### src/rtl/nap_sched_pkg.sv
package nap_sched_pkg;
  typedef enum logic [1:0] {
    MODE_STALL  = 2'd0,
    MODE_RUN    = 2'd1,
    MODE_FORCED = 2'd2
  } sched_mode_e;
endpackage

### src/rtl/lowest_set.sv
// Finds the lowest-numbered set bit of a vector.
module lowest_set #(
  parameter int N    = 4,
  parameter int IW   = (N > 1) ? $clog2(N) : 1
) (
  input  logic [N-1:0]  vec,
  output logic          found,
  output logic [IW-1:0] idx
);
  always_comb begin
    found = 1'b0;
    idx   = '0;
    for (int i = N - 1; i >= 0; i--) begin
      if (vec[i]) begin
        found = 1'b1;
        idx   = IW'(i);
      end
    end
  end
endmodule

### src/rtl/stall_ctr.sv
// Saturating stall-time counter for one core slot.
module stall_ctr #(
  parameter int W = 16
) (
  input  logic         clk,
  input  logic         rst_n,
  input  logic         clr,
  input  logic         adv,
  output logic [W-1:0] cnt_q,
  output logic [W-1:0] cnt_nx
);
  always_comb begin
    cnt_nx = cnt_q;
    if (clr)
      cnt_nx = '0;
    else if (adv && (cnt_q != {W{1'b1}}))
      cnt_nx = cnt_q + 1'b1;
  end

  always_ff @(posedge clk or negedge rst_n) begin
    if (!rst_n) cnt_q <= '0;
    else        cnt_q <= cnt_nx;
  end

  // the count only ever restarts at zero or moves up by one
  assert_count_step_R6: assert property (@(posedge clk) disable iff (!rst_n)
    (cnt_q != $past(cnt_q)) |-> ((cnt_q == '0) || (cnt_q == $past(cnt_q) + 1'b1)));
endmodule

### src/rtl/mode_fsm.sv
// Run / stall / forced-run decision and the transition pulses.
module mode_fsm
  import nap_sched_pkg::*;
#(
  parameter int N  = 4,
  parameter int IW = (N > 1) ? $clog2(N) : 1
) (
  input  logic          clk,
  input  logic          rst_n,
  input  logic [N-1:0]  occ_nx,
  input  logic          hit_any,
  input  logic [IW-1:0] hit_idx,
  output sched_mode_e   mode_q,
  output logic [IW-1:0] trk_q,
  output logic          sleep_q,
  output logic          wake_q
);
  sched_mode_e   mode_nx;
  logic [IW-1:0] trk_nx;
  logic          trk_alive;

  always_comb begin
    trk_alive = occ_nx[trk_q];
    mode_nx   = MODE_STALL;
    trk_nx    = trk_q;
    if (&occ_nx) begin
      mode_nx = MODE_RUN;
    end else if ((mode_q == MODE_FORCED) && trk_alive) begin
      mode_nx = MODE_FORCED;
    end else if (hit_any) begin
      mode_nx = MODE_FORCED;
      trk_nx  = hit_idx;
    end
  end

  always_ff @(posedge clk or negedge rst_n) begin
    if (!rst_n) begin
      mode_q  <= MODE_STALL;
      trk_q   <= '0;
      sleep_q <= 1'b0;
      wake_q  <= 1'b0;
    end else begin
      mode_q  <= mode_nx;
      trk_q   <= trk_nx;
      sleep_q <= (mode_q != MODE_STALL) && (mode_nx == MODE_STALL);
      wake_q  <= (mode_q == MODE_STALL) && (mode_nx != MODE_STALL);
    end
  end

  // transition pulses are exclusive
  assert_pulse_excl_R12: assert property (@(posedge clk) disable iff (!rst_n)
    !(sleep_q && wake_q));
  // a wake pulse always coincides with execution
  assert_wake_runs_R12: assert property (@(posedge clk) disable iff (!rst_n)
    wake_q |-> (mode_q != MODE_STALL));
  // a sleep pulse always coincides with the stall state
  assert_sleep_stalls_R4: assert property (@(posedge clk) disable iff (!rst_n)
    sleep_q |-> (mode_q == MODE_STALL));
endmodule

### src/rtl/nap_weave_sched.sv
module nap_weave_sched
  import nap_sched_pkg::*;
#(
  parameter int NUM_CORES = 4,
  parameter int CNT_W     = 16,
  localparam int IDX_W    = (NUM_CORES > 1) ? $clog2(NUM_CORES) : 1
) (
  input  logic                 clk,
  input  logic                 rst_n,
  input  logic                 tick_en,
  input  logic [CNT_W-1:0]     stall_limit,
  input  logic                 arr_valid,
  input  logic [NUM_CORES-1:0] done_vec,
  output logic [NUM_CORES-1:0] slot_busy,
  output logic                 exec_en,
  output logic                 forced_run,
  output logic [IDX_W-1:0]     forced_slot,
  output logic                 sleep_req,
  output logic                 wake_req
);
  sched_mode_e          mode_q;
  logic [IDX_W-1:0]     trk_q;
  logic [NUM_CORES-1:0] occ_q, occ_nx;
  logic [NUM_CORES-1:0] done_eff, alloc_oh, adv_vec, hit_vec;
  logic                 free_found, hit_any, running;
  logic [IDX_W-1:0]     free_idx, hit_idx;
  logic [CNT_W-1:0]     cnt_q  [NUM_CORES];
  logic [CNT_W-1:0]     cnt_nx [NUM_CORES];

  assign running = (mode_q != MODE_STALL);

  lowest_set #(.N(NUM_CORES), .IW(IDX_W)) u_free (
    .vec(~occ_q), .found(free_found), .idx(free_idx));

  always_comb begin
    done_eff = running ? (done_vec & occ_q) : '0;
    alloc_oh = (arr_valid && free_found) ? (NUM_CORES'(1) << free_idx) : '0;
    occ_nx   = (occ_q & ~done_eff) | alloc_oh;
    adv_vec  = (!running && tick_en) ? occ_q : '0;
  end

  always_ff @(posedge clk or negedge rst_n) begin
    if (!rst_n) occ_q <= '0;
    else        occ_q <= occ_nx;
  end

  for (genvar g = 0; g < NUM_CORES; g++) begin : g_slot
    stall_ctr #(.W(CNT_W)) u_ctr (
      .clk(clk), .rst_n(rst_n), .clr(alloc_oh[g]), .adv(adv_vec[g]),
      .cnt_q(cnt_q[g]), .cnt_nx(cnt_nx[g]));
    assign hit_vec[g] = occ_nx[g] && (cnt_nx[g] >= stall_limit);
  end

  lowest_set #(.N(NUM_CORES), .IW(IDX_W)) u_hit (
    .vec(hit_vec), .found(hit_any), .idx(hit_idx));

  mode_fsm #(.N(NUM_CORES), .IW(IDX_W)) u_fsm (
    .clk(clk), .rst_n(rst_n), .occ_nx(occ_nx), .hit_any(hit_any),
    .hit_idx(hit_idx), .mode_q(mode_q), .trk_q(trk_q),
    .sleep_q(sleep_req), .wake_q(wake_req));

  assign slot_busy   = occ_q;
  assign exec_en     = running;
  assign forced_run  = (mode_q == MODE_FORCED);
  assign forced_slot = trk_q;

  // normal execution only with every slot occupied
  assert_run_full_R3: assert property (@(posedge clk) disable iff (!rst_n)
    (mode_q == MODE_RUN) |-> (&occ_q));
  // a fully occupied machine never stays stalled
  assert_full_not_stalled_R3: assert property (@(posedge clk) disable iff (!rst_n)
    (mode_q == MODE_STALL) |-> !(&occ_q));
  // the tracked slot is held for the whole forced episode
  assert_tracked_held_R8: assert property (@(posedge clk) disable iff (!rst_n)
    (mode_q == MODE_FORCED) |-> occ_q[trk_q]);
  // completions are ignored while stalled
  assert_stall_frozen_R5: assert property (@(posedge clk) disable iff (!rst_n)
    ((mode_q == MODE_STALL) && !arr_valid) |=> (occ_q == $past(occ_q)));
endmodule

### config.mk
export PLATFORM = sky130hd
export DESIGN_NAME = nap_weave_sched
export DESIGN_NICKNAME = d
export VERILOG_FILES = /design/src/rtl/nap_sched_pkg.sv /design/src/rtl/lowest_set.sv /design/src/rtl/stall_ctr.sv /design/src/rtl/mode_fsm.sv /design/src/rtl/nap_weave_sched.sv
export SDC_FILE = /design/constraint.sdc
export NUM_CORES = 1
export LEC_CHECK = 0
export BUFFER_PORTS_ARGS = -buffer_cell sky130_fd_sc_hd__buf_4
export CAP_MARGIN = 20
export CORE_MARGIN = 10
export CORE_UTILIZATION = 35
export CTS_CLUSTER_DIAMETER = 80
export DETAILED_ROUTE_END_ITERATION = 6
export PLACE_DENSITY = 0.64
export SLEW_MARGIN = 20
export SYNTH_ARGS = -nofsm -noshare
export SYNTH_HDL_FRONTEND = slang
export SYNTH_SLANG_ARGS = --single-unit
### constraint.sdc
create_clock -name clk -period 3.3 [get_ports clk]
set_clock_uncertainty 0.2 [all_clocks]
set_input_delay 0.66 -clock clk [delete_from_list [all_inputs] [get_ports clk]]
set_output_delay 0.66 -clock clk [all_outputs]
set_load 0.02 [all_outputs]
# ---- After elaboration in Yosys (flattened, before gate mapping)
# Index checks and enable logic that the tools add are counted.
dict set report word_totals {
  word_cells 83
  inputBits 24
  regBits 74
}
dict set report classes {
  bitwise_logic 7
  addsub 4
  shift 1
  mux 32
  n_reduce_logical 20
  n_eq_ne 5
  order_cmp 5
}
# op count
set op_table {}
lappend op_table {{$mux W16} 8}
lappend op_table {{$add A16 B1 Y16 const B} 4}
lappend op_table {{$ge A16 B16 Y1} 4}
lappend op_table {{$ne A16 B16 Y1 const B} 4}
lappend op_table {{$mux W2} 11}
lappend op_table {{$logic_and A1 B1 Y1} 13}
lappend op_table {{$mux W4} 3}
lappend op_table {{$mux W1} 9}
lappend op_table {{$and A4 B4 Y4} 2}
lappend op_table {{$not A4 Y4} 2}
lappend op_table {{$logic_not A2 Y1} 2}
lappend op_table {{$or A4 B4 Y4} 1}
lappend op_table {{$reduce_and A4 Y1} 1}
lappend op_table {{$reduce_bool A2 Y1} 2}
lappend op_table {{$shl A1 B2 Y4 const A} 1}
lappend op_table {{$lt A2 B3 Y1 const B} 1}
lappend op_table {{$reduce_and A3 Y1} 1}
lappend op_table {{$bmux W1 S2} 1}
lappend op_table {{$eq A2 B2 Y1 const B} 1}
lappend op_table {{$not A1 Y1} 2}
lappend op_table {{$logic_not A1 Y1} 1}

# ---- Logic depth before layout (Yosys ltp)
dict set report depth {
  depth_word 19
  ltp_mapped 17
  ltp_nobuf 16
}

# ---- Hierarchy
# A second synthesis with hierarchy kept.
dict set report unflattened {
  hier_cells 618
  hier_area_um2 5555.3
}
# module cells_per_inst n_inst area_each_um2
set by_module_without_submodules {}
lappend by_module_without_submodules {stall_ctr 94 4 888.4}
lappend by_module_without_submodules {nap_weave_sched 207 1 1647.8}
lappend by_module_without_submodules {mode_fsm 21 1 284.0}
lappend by_module_without_submodules {lowest_set 7 2 35.0}

# ---- Worst setup path before layout
# No wires, ideal clock.
dict set report synth_timing {
  path_kind {reg-to-reg}
  from {reg g_slot[3].u_ctr.cnt_q[0]}
  to {reg u_fsm.wake_q}
  setup_time_ps 119
  path_slack_ps -286
  arrival_ps 3267
  period_less_slack_ps 3586
  path_stages_with_launch 15
  required_ps 2981
  cell_sequence {dfrtp_1 ha_1 and3_1 and4_1 a31oi_4 nand3_2 or3_1 a21oi_1 ha_1 a211oi_1 o221a_2 o21ai_0 a22oi_1 nand4_1 and2_1}
}
# item line
set synth_lines {}
lappend synth_lines {{from (decl)} stall_ctr.sv:9} ;# output logic [W-1:0] cnt_q,
lappend synth_lines {{from (signal assigned)} stall_ctr.sv:22} ;# else cnt_q <= cnt_nx;
lappend synth_lines {{to (signal assigned)} mode_fsm.sv:46} ;# wake_q <= (mode_q == MODE_STALL) && (mode_nx != MODE_STALL);
lappend synth_lines {{to (decl)} mode_fsm.sv:16} ;# output logic wake_q

==> results.toml <==
[pwr]
p_leak_nw = 3.475
p_int_mw = 2.510
p_comb_share_pct = 39.3
pwr-share-clk_pct = 30.9
p_sw_mw = 1.298
peakVddDrop_mv = 0.4840
seq_power_share_pct = 29.8
total_power_mw = 3.807
switching_share_pct = 34.08
p_per_area_mw_per_mm2 = 532.7

[timing]
drv_slew = 0
clock.fmax_mhz = 292.1
grt_setup_unrepaired = "yes"
finalHoldViolCount = 0
post-route-period-util_pct = 103.7
max-slew-margin-rel_pct = 34.29
hold_slack_ns = 0.2803
worst_pin_slew_ns = 0.9857
min_period_ns = 3.423
setup_violations = 5
finalWorstSetupSlack_ns = -0.1231

[final_layout]
drive_gt1_share_pct = 32.06
num_antenna_cells = 0
area_growth_pct = 38.91
fillers = 1333
final_nets = 820

[route]
via_per_inst = 5.421
ant_nets = 0
wire_per_inst_um = 17.22
vias = 4971
wl_um = 15790
dr.first_iter.drc_count = 339
remaining_drc_errors = 0
dr.pass1.iters = 5

[floorplanning]
start_util_pct = 35.53
fp.dieW_um = 141.2
ios = 34
die_h_um = 141.2
die_area_mm2 = 0.01995
coreArea_mm2 = 0.01448
rows = 44

[clock_network]
root_buffer = "clkbuf_16"
cts_tree = "built"
clk_pin_slew_ns = 0.06
cts_sinks = 74
h-tree-depth = 3
cts_buffer_depth = 2
postCtsHoldBufs = 0
cts_buffers = 9
clk_latency_ns = 0.35

[setup_path]
crit_path_max_fanout = 5
critPathCaptureType = "register"
arrival_ns = 3.46
r2r_start = "g_slot[1].u_ctr.cnt_q[7]"
worstPathRequired_ns = 3.33
crit_path_max_incr_delay_ns = 0.35
worstReg2RegEnd = "u_fsm.wake_q"
cp_common_cell = "nand4_1"
cp_cell_sequence = "nand4_1 -> nor3_2 -> buf_4 -> a31oi_4 -> and2_4 -> buf_6 -> nand4_1 -> xor2_1 -> nor2_1 -> ha_1 -> and3_4 -> a221o_1 -> nand2_1 -> a31oi_2 -> o21ai_4 -> nand4_1 -> and2_1"
r2r_cells = 17
endpoint = "u_fsm.wake_q"
timing.critical_path.from = "g_slot[1].u_ctr.cnt_q[7]"
cpMaxStageDelayCell = "dfrtp_1"
rrSetupSlack_ns = -0.12
criticalPathCategory = "reg2reg"
startpoint_type = "register"

[grt]
grt_pass1_wl_um = 25340
antenna_found_initial = 0
grt_max_degree = 75
grt_pass1_vias = 5006
overflow = 0
track_usage_pct = 15.79

[yosys]
ys_async_sr_fraction_pct = 100.0
synth_nets = 655
post-synth-top-count-cell = "dfrtp_1"
ys_types = 53
yosysWarnings = 0
syn_area_mm2 = 0.005145
yosysTopAreaCell = "dfrtp_1"
synth_top_area_share_pct = 35.99
synth.avg_cell_area_um2 = 9.138
ys_seq_area_share_pct = 35.99
yosys-top-cells-count = "dfrtp_1 (74), nor2_1 (72), ha_1 (68), nand2_1 (48), a21oi_1 (38)"
synth_edf_count = 0
synth.area.top_cells = "dfrtp_1 (36%), ha_1 (17%), nor2_1 (5.3%)"
yosys_register_bits = 74
netlist_instances = 563
synth_flop_cell = "dfrtp_1"

[flow_run]
maxCapViolations = 0

[min_path]
hold_path_class = "in2async"

[outcome]
status = "complete, but fails checks"
violations = "negative setup slack"

[placement]
port_buffers = 33
gp_congestion = 0.9314
dp_hpwl_um = 11880
[cells in the final DEF (no fill, tap or decap), types with 5 or more instances in the layout]
master,synthesis,routed
buf_4,0,159
dfrtp_1,74,74
nor2_1,72,70
ha_1,68,64
nand2_1,48,44
inv_1,30,30
xor2_1,30,30
a21oi_1,38,29
nand4_1,24,24
xnor2_1,21,21
o21ai_0,26,18
nand3_1,15,15
or3_1,10,10
clkbuf_16,0,9
and4_1,9,8
a21oi_2,0,8
nor3_1,10,6
and2_1,8,6
o21ai_1,1,6
nand2_2,1,5
nand2b_1,5,5
[flip-flops by register name (all words and copies together), names as in the netlist]
signal              cells
u_fsm.sleep_q           1
g_slot.u_ctr.cnt_q     64
u_fsm.wake_q            1
slot_busy               4
u_fsm.trk_q             2
u_fsm.mode_q            2
[per-stage QoR]
step | setup WS, ns | setup TNS (ns) | std cells | utilization (%) | area, um^2
2_1_floorplan | -0.1533 | -0.4457 | 563 | - | 5167
3_3_place_gp | -0.4822 | -2.177 | 882 | 44.47 | 6439
3_5_place_dp | -0.6057 | -2.546 | 882 | 44.47 | 6439
4_1_cts | -0.1118 | -0.2853 | 912 | 48.48 | 7019
5_1_grt | -0.3204 | -1.291 | 917 | 49.36 | 7147
6_report | -0.1231 | -0.3675 | 917 | 49.36 | 7147
[cells by family after synthesis]
group | count (synthesis) | synth area share [%]
compound gates | 98 | 12.04
xor+xnor | 51 | 8.682
fa+ha+maj | 68 | 16.54
buf+inv | 39 | 2.870
flops | 74 | 35.99
mux | 5 | 0.9971
simple gates | 228 | 22.88
[per-layer routing]
metal / GRT usage [%] / up-vias / part of all wire (%)
li1: - / 2344 / -
met1: 19.88 / 2410 / 43
met2: 26.01 / 188 / 48
met3: 4.132 / 29 / 6.5
met4: 4.293 / 0 / 1.7
met5: 0 / - / 0
[power by group through the flow]
| stage | Sequential [mW] | Clock, mW | Combinational (mW) |
|---|---|---|---|
| floorplan | 1.19 | 0 | 0.707 |
| global placement | 1.13 | 0 | 1.32 |
| detailed placement | 1.14 | 0 | 1.37 |
| CTS | 1.13 | 1.19 | 1.45 |
| global route | 1.15 | 1.24 | 1.65 |
| finish | 1.13 | 1.18 | 1.50 |
[repair_timing]
| item | 4_1_cts | 5_1_grt |
|---|---|---|
| cloned | 0 | 0 |
| setup buffers | 15 | 6 |
| gates resized for setup | 33 | 21 |
| setup endpoints to repair | 5 | 5 |
| endpoints found under the hold margin | 0 | 0 |
| pin swaps | 45 | 25 |
[layout make-up]
cell class / count / area [um^2] / area share (%)
clock buffers: 12 / 256.5 / 3.589
repair buffers: 162 / 1227 / 17.17
well taps: 184 / 230.2 / 3.221
inverters: 31 / 116.4 / 1.628
clock inverters: 4 / 97.59 / 1.366
multi-input cells: 450 / 3367 / 47.11
flip-flops and latches: 74 / 1852 / 25.91
[critical path: cells and delay by family (launching register included)]
kind	cells	cell delay [ns]
xor+xnor	1	0.15
compound gates	4	0.75
flops	1	0.35
buf+inv	2	0.27
simple gates	9	1.28
fa+ha+maj	1	0.31
[worst min-delay path by stage]
stage / end / slack, ns / from
global placement: g_slot[2].u_ctr.cnt_q[11] / 0.36 / g_slot[2].u_ctr.cnt_q[11]
detailed placement: g_slot[2].u_ctr.cnt_q[11] / 0.36 / g_slot[2].u_ctr.cnt_q[11]
global route: g_slot[1].u_ctr.cnt_q[1] / 0.36 / rst_n
CTS: g_slot[1].u_ctr.cnt_q[0] / 0.32 / rst_n
finish: g_slot[1].u_ctr.cnt_q[0] / 0.28 / rst_n
floorplan: g_slot[0].u_ctr.cnt_q[0] / 0.16 / rst_n
(Power assumes the default switching activity.)
